### src/rtl/secmem_pkg.sv
package secmem_pkg;
  localparam int DATA_W = 8;
  localparam int CHK_W  = 4;
  localparam int CW_W   = DATA_W + CHK_W;

  typedef logic [DATA_W-1:0] data_t;
  typedef logic [CW_W-1:0]   cw_t;
  typedef logic [CHK_W-1:0]  syn_t;

  // position (1-based) of the j-th non-power-of-two slot
  function automatic int data_pos(input int j);
    int cnt;
    cnt = 0;
    for (int p = 1; p <= CW_W; p++) begin
      if ((p & (p - 1)) != 0) begin
        if (cnt == j) return p;
        cnt++;
      end
    end
    return 0;
  endfunction

  function automatic bit covers(input int p, input int c);
    return ((p >> c) & 1) == 1;
  endfunction

  // data bits folded into check bit c (data bit DATA_W-1-j sits at data_pos(j))
  function automatic data_t data_mask(input int c);
    data_t m;
    m = '0;
    for (int j = 0; j < DATA_W; j++)
      if (covers(data_pos(j), c)) m[DATA_W-1-j] = 1'b1;
    return m;
  endfunction

  // all codeword positions checked by syndrome bit c
  function automatic cw_t cw_mask(input int c);
    cw_t m;
    m = '0;
    for (int p = 1; p <= CW_W; p++)
      if (covers(p, c)) m[p-1] = 1'b1;
    return m;
  endfunction
endpackage

### src/rtl/secmem_encoder.sv
module secmem_encoder
  import secmem_pkg::*;
(
  input  data_t data_i,
  output cw_t   cw_o
);
  logic [CW_W:1] pos;

  for (genvar j = 0; j < DATA_W; j++) begin : g_data
    localparam int P = data_pos(j);
    assign pos[P] = data_i[DATA_W-1-j];
  end

  for (genvar c = 0; c < CHK_W; c++) begin : g_chk
    localparam int    PP = 1 << c;
    localparam data_t M  = data_mask(c);
    assign pos[PP] = ^(data_i & M);
  end

  assign cw_o = pos;
endmodule

### src/rtl/secmem_decoder.sv
module secmem_decoder
  import secmem_pkg::*;
(
  input  cw_t   cw_i,
  output data_t data_o,
  output syn_t  syn_o,
  output logic  err_o,
  output logic  uncorr_o
);
  cw_t fixed;

  for (genvar c = 0; c < CHK_W; c++) begin : g_syn
    localparam cw_t M = cw_mask(c);
    assign syn_o[c] = ^(cw_i & M);
  end

  assign err_o    = (syn_o != '0);
  assign uncorr_o = (32'(syn_o) > CW_W);

  always_comb begin
    fixed = cw_i;
    for (int p = 1; p <= CW_W; p++)
      if (!uncorr_o && (32'(syn_o) == p)) fixed[p-1] = ~cw_i[p-1];
  end

  for (genvar j = 0; j < DATA_W; j++) begin : g_out
    localparam int P = data_pos(j);
    assign data_o[DATA_W-1-j] = fixed[P-1];
  end
endmodule

### src/rtl/secmem_store.sv
module secmem_store
  import secmem_pkg::*;
#(
  parameter int ADDR_W = 4
) (
  input  logic              clk,
  input  logic              rst_n,
  input  logic [ADDR_W-1:0] addr,
  input  logic              wr_en,
  input  cw_t               wcw,
  input  logic              inj_en,
  input  cw_t               inj_mask,
  input  logic              rd_en,
  output cw_t               rcw,
  output logic              rvalid
);
  localparam int DEPTH = 1 << ADDR_W;

  cw_t mem [DEPTH];
  cw_t base;
  cw_t flip;

  assign base = wr_en ? wcw : mem[addr];
  assign flip = inj_en ? inj_mask : '0;

  always_ff @(posedge clk) begin
    if (!rst_n) begin
      for (int i = 0; i < DEPTH; i++) mem[i] <= '0;
      rcw    <= '0;
      rvalid <= 1'b0;
    end else begin
      if (wr_en || inj_en) mem[addr] <= base ^ flip;
      rvalid <= rd_en;
      if (rd_en) rcw <= mem[addr];
    end
  end
endmodule

### src/rtl/secmem_top.sv
module secmem_top
  import secmem_pkg::*;
#(
  parameter int ADDR_W = 4
) (
  input  logic              clk,
  input  logic              rst_n,
  input  logic [ADDR_W-1:0] addr,
  input  logic              wr_en,
  input  logic [7:0]        wdata,
  input  logic              rd_en,
  input  logic              inj_en,
  input  logic [11:0]       inj_mask,
  output logic              rd_valid,
  output logic [7:0]        rdata,
  output logic [3:0]        syndrome,
  output logic              err_flag,
  output logic              err_uncorr
);
  cw_t enc_cw;
  cw_t rd_cw;

  secmem_encoder u_enc (
    .data_i (wdata),
    .cw_o   (enc_cw)
  );

  secmem_store #(.ADDR_W(ADDR_W)) u_store (
    .clk      (clk),
    .rst_n    (rst_n),
    .addr     (addr),
    .wr_en    (wr_en),
    .wcw      (enc_cw),
    .inj_en   (inj_en),
    .inj_mask (inj_mask),
    .rd_en    (rd_en),
    .rcw      (rd_cw),
    .rvalid   (rd_valid)
  );

  secmem_decoder u_dec (
    .cw_i     (rd_cw),
    .data_o   (rdata),
    .syn_o    (syndrome),
    .err_o    (err_flag),
    .uncorr_o (err_uncorr)
  );
endmodule

### config.mk
export PLATFORM = sky130hd
export DESIGN_NAME = secmem_top
export DESIGN_NICKNAME = d
export VERILOG_FILES = /design/src/rtl/secmem_pkg.sv /design/src/rtl/secmem_encoder.sv /design/src/rtl/secmem_decoder.sv /design/src/rtl/secmem_store.sv /design/src/rtl/secmem_top.sv
export SDC_FILE = /design/constraint.sdc
export NUM_CORES = 1
export LEC_CHECK = 0
export ABC_AREA = 1
export BUFFER_PORTS_ARGS = -buffer_cell sky130_fd_sc_hd__buf_4
export CAP_MARGIN = 10
export CORE_MARGIN = 2
export CORE_UTILIZATION = 62
export DETAILED_ROUTE_END_ITERATION = 10
export GPL_TIMING_DRIVEN = 0
export HOLD_SLACK_MARGIN = 0.03
export PLACE_DENSITY = 0.81
export SYNTH_ARGS = -nofsm -noshare
export SYNTH_HDL_FRONTEND = slang
export SYNTH_SLANG_ARGS = --single-unit
### constraint.sdc
create_clock -name clk -period 2.3 [get_ports clk]
set_clock_uncertainty 0.15 [all_clocks]
set_input_delay 0.23 -clock clk [delete_from_list [all_inputs] [get_ports clk]]
set_output_delay 0.23 -clock clk [all_outputs]
set_load 0.03 [all_outputs]
==> metrics.txt <==
Compound-Gate Fraction of Synth Area 1.79%; Final setup viols 11; synthesized flop and latch total 205; CP dominant cell by count nand2_1; minimum clock period 2.62 ns; vias approximately 9,000; kind of critical path register to output pin; Critical Path RT 1.92 ns; PortBufs 41; critical path arrival ~2.2 ns; top routing layer used met4; Synth Area in Simple Gates 33.9%; starting density of the core 63.8%; DRC viols 0; Syn Nets roughly 1,200; pins over their slew limit 0; CTS root buf clkbuf_16; H-tree lvl count 1; Area Growth Syn to Fin 16.1%; FILL cells roughly 1,200; Worst-path clk slew ~0.060 ns; Critical R2R Capture u_store.mem[4][8]$_SDFFCE_PN0P_; Max clock buf depth 3; worst stage delay on the critical path 0.36 ns; crit start category register; r2r startpoint u_store.mem[13][8]$_SDFFCE_PN0P_; Worst Path Max Fanout 6; Pwr Density just under 800 nW/µm²; area of the mapped netlist 10,600 µm²; Total Nets Final 1,318; Critical Path End Type output pin; static leakage 5.23 nW; Worst-Margin Slew 0.872 ns; # diodes 0; cell with the largest stage delay on the worst path dfxtp_2; max-capacitance violation count 0; Ports 44; area share of xor/xnor cells in the synthesized design 2.13%; status complete, but fails checks; chip width 135 µm; hold crit path type input pin to register; post-DR wirelength/cell ~20 µm; placed cell areas 11,200 µm²; global-route wire length before repair approximately 45,000 µm; max frequency 381 MHz; fraction of layout cells with a size suffix above 1 23.0%; largest net degree at the start of global routing 14; Clk Latency, worst-skew pair 0.52 ns; All-Layer GR Usage 32.9%; M1 wire length 11,000 µm; Clock Sinks just over 200; crit-path cells xnor2_4 -> xor2_1 -> nand2_1 -> nand2_2 -> inv_2 -> nor2_4 -> nand2_1 -> nand2_1 -> nand2_1 -> buf_6; Core ar. between 15,000 and 20,000 µm²; Slew Limit Headroom 41.9%; remaining global-route overflow 0; RSZ-0062 raised after global routing yes; Final Hold Viols 0; slack of the critical path -0.322 ns; Final ANT Viol Nets 0; Synth Area per Inst 8.74 µm²; Design Area, Final 12,300 µm²; row count 47; chip height around 130 µm; CTS tree built; initial drt markers 1,121; Die ar. around 18,000 µm²; Synth Area in Adders 0%; setup TNS -2.26 ns; reg2reg setup slack 0.07 ns; final worst-path cycle share 114%; largest family of logic cells by synthesized area simple AND/OR/NAND/NOR gates; placed wire-length estimate 20,200 µm; worst hold path startpoint rst_n; drt via density 5.76; Netlist cell types 27; Synth Instances 1,215; mux share of post-synthesis cell area 0%; Seq/Total Area, Yosys 56.8%; vias in the first global route 8,448; DR pass1 iterations 6; total wire length 30,100 µm; initial antenna violation count 1; IR drop worst, VDD 0.000795 V; DR WL met2 about 14,000 µm; routability-driven placement congestion ratio 0.961; worst hold path endpoint u_store.rcw[5]$_SDFFE_PN0P_; Yosys warnings 0; CTS Buf Count 22; failing checks setup timing; FF-to-FF path depth 11; met3 routed WL between 3000 and 4000 µm; Hold Crit Depth 4
==> kinds of logic (layout without fill, tap and decap cells) <==
family | after synthesis | in the layout
buffers and inverters | 106 | 195
AOI/OAI and AO/OA | 38 | 38
xor gates and xnor gates | 25 | 25
DFF | 205 | 205
and+or+nand+nor | 841 | 841
==> worst max-delay path by stage <==
stage                                           start                               to  slack, ns  cells past startpoint
after floorplan           u_store.rcw[4]$_SDFFE_PN0P_                         rdata[0]       0.03                      8
after global placement                        addr[1]  u_store.mem[2][7]$_SDFFCE_PN0P_      -0.43                      8
after detailed placement                      addr[1]  u_store.mem[3][9]$_SDFFCE_PN0P_      -0.45                      8
after CTS                 u_store.rcw[6]$_SDFFE_PN0P_                         rdata[4]      -0.14                      9
after global routing      u_store.rcw[0]$_SDFFE_PN0P_                       err_uncorr      -0.48                      7
final                     u_store.rcw[4]$_SDFFE_PN0P_                         rdata[6]      -0.32                     10
==> worst max-delay path: cells and delay by family (launching register included) <==
kind | cells | cell delay, ns
flops | 1 | 0.36
simple gates | 6 | 0.65
xor+xnor | 2 | 0.52
buf+inv | 2 | 0.21
==> cell usage after synthesis <==
cell	count	area share (%)
o21ai_1	12	0.57
nand2_2	12	0.71
clkbuf_1	14	0.50
buf_1	1	0.035
inv_2	1	0.035
xnor2_2	1	0.15
buf_6	15	1.6
or2_2	9	0.53
xnor2_1	13	1.1
and2_1	1	0.059
nand2_1	495	18
nand3b_1	4	0.28
nand3_1	90	4.2
nor3_1	1	0.047
nor2_1	132	4.7
a21oi_1	12	0.57
buf_2	45	2.1
inv_1	28	0.99
nor3_2	4	0.38
nor2_2	84	5.0
xor2_1	11	0.91
buf_4	1	0.071
dfxtp_1	13	2.5
nand4_1	9	0.53
edfxtp_1	192	54
o21ai_0	14	0.66
inv_4	1	0.059
==> power breakdown <==
group	internal (mW)	leakage [nW]	switching, mW
logic	0.586	2.79	1.27
registers	4.25	2.09	0.0786
clock network	2.09	0.349	1.45
total	6.92	5.23	2.80
==> stage by stage <==
stage | hold slack (ns) | util [%] | instances | power [mW] | setup slack [ns]
after floorplan | 0.270 | - | 1215 | 5.39 | 0.0323
after global placement | 0.381 | 67.4 | 1476 | 5.88 | -0.426
after detailed placement | 0.387 | 67.4 | 1476 | 5.92 | -0.454
after CTS | 0.0869 | 72.8 | 1520 | 9.48 | -0.144
after global routing | 0.154 | 74.0 | 1524 | 9.97 | -0.482
final | 0.106 | 74.0 | 1524 | 9.72 | -0.322
==> routing by layer <==
metal | track usage, % | up-vias
li1 | - | 4080
met2 | 54.2 | 515
met4 | 17.0 | 0
met1 | 41.7 | 4065
met5 | 0 | -
met3 | 6.12 | 117
==> registers in the layout, indices dropped and copies added, names as in the netlist <==
name            count
u_store.mem       192
u_store.rcw        12
u_store.rvalid      1
==> what timing repair did <==
action	in CTS	in global routing
pin swaps	10	19
endpoints found under the hold margin	5	0
gates resized for setup	36	47
hold buffers	1	0
setup buffers	4	4
setup endpoints to repair	10	192
==> layout by cell type (no fill, tap or decap), drive strengths merged <==
cell | synthesis | layout
clkbuf | 14 | 39
buf | 62 | 111
and2 | 1 | 1
inv | 30 | 30
dlygate4sd3 | 0 | 1
dfxtp | 13 | 13
nand3 | 90 | 90
a21oi | 12 | 12
o21ai | 26 | 26
nor3 | 5 | 5
nand2 | 507 | 507
edfxtp | 192 | 192
clkinv | 0 | 11
bufinv | 0 | 3
xor2 | 11 | 11
nor2 | 216 | 216
xnor2 | 14 | 14
or2 | 9 | 9
nand4 | 9 | 9
nand3b | 4 | 4
==> final cells by class <==
class                           instances  area, µm²  share of cell area, %
Clock buffer                           25        562                   4.56
Multi-Input combinational cell        904       4290                   34.8
Buffer                                 76        465                   3.78
Clock inverter                         14        153                   1.24
Tap cell                              220        275                   2.23
Timing Repair Buffer                   50        412                   3.34
Sequential cell                       205       6050                   49.1
Inverter                               30        118                  0.954
Note: power is estimated with default switching activity, not from simulation.
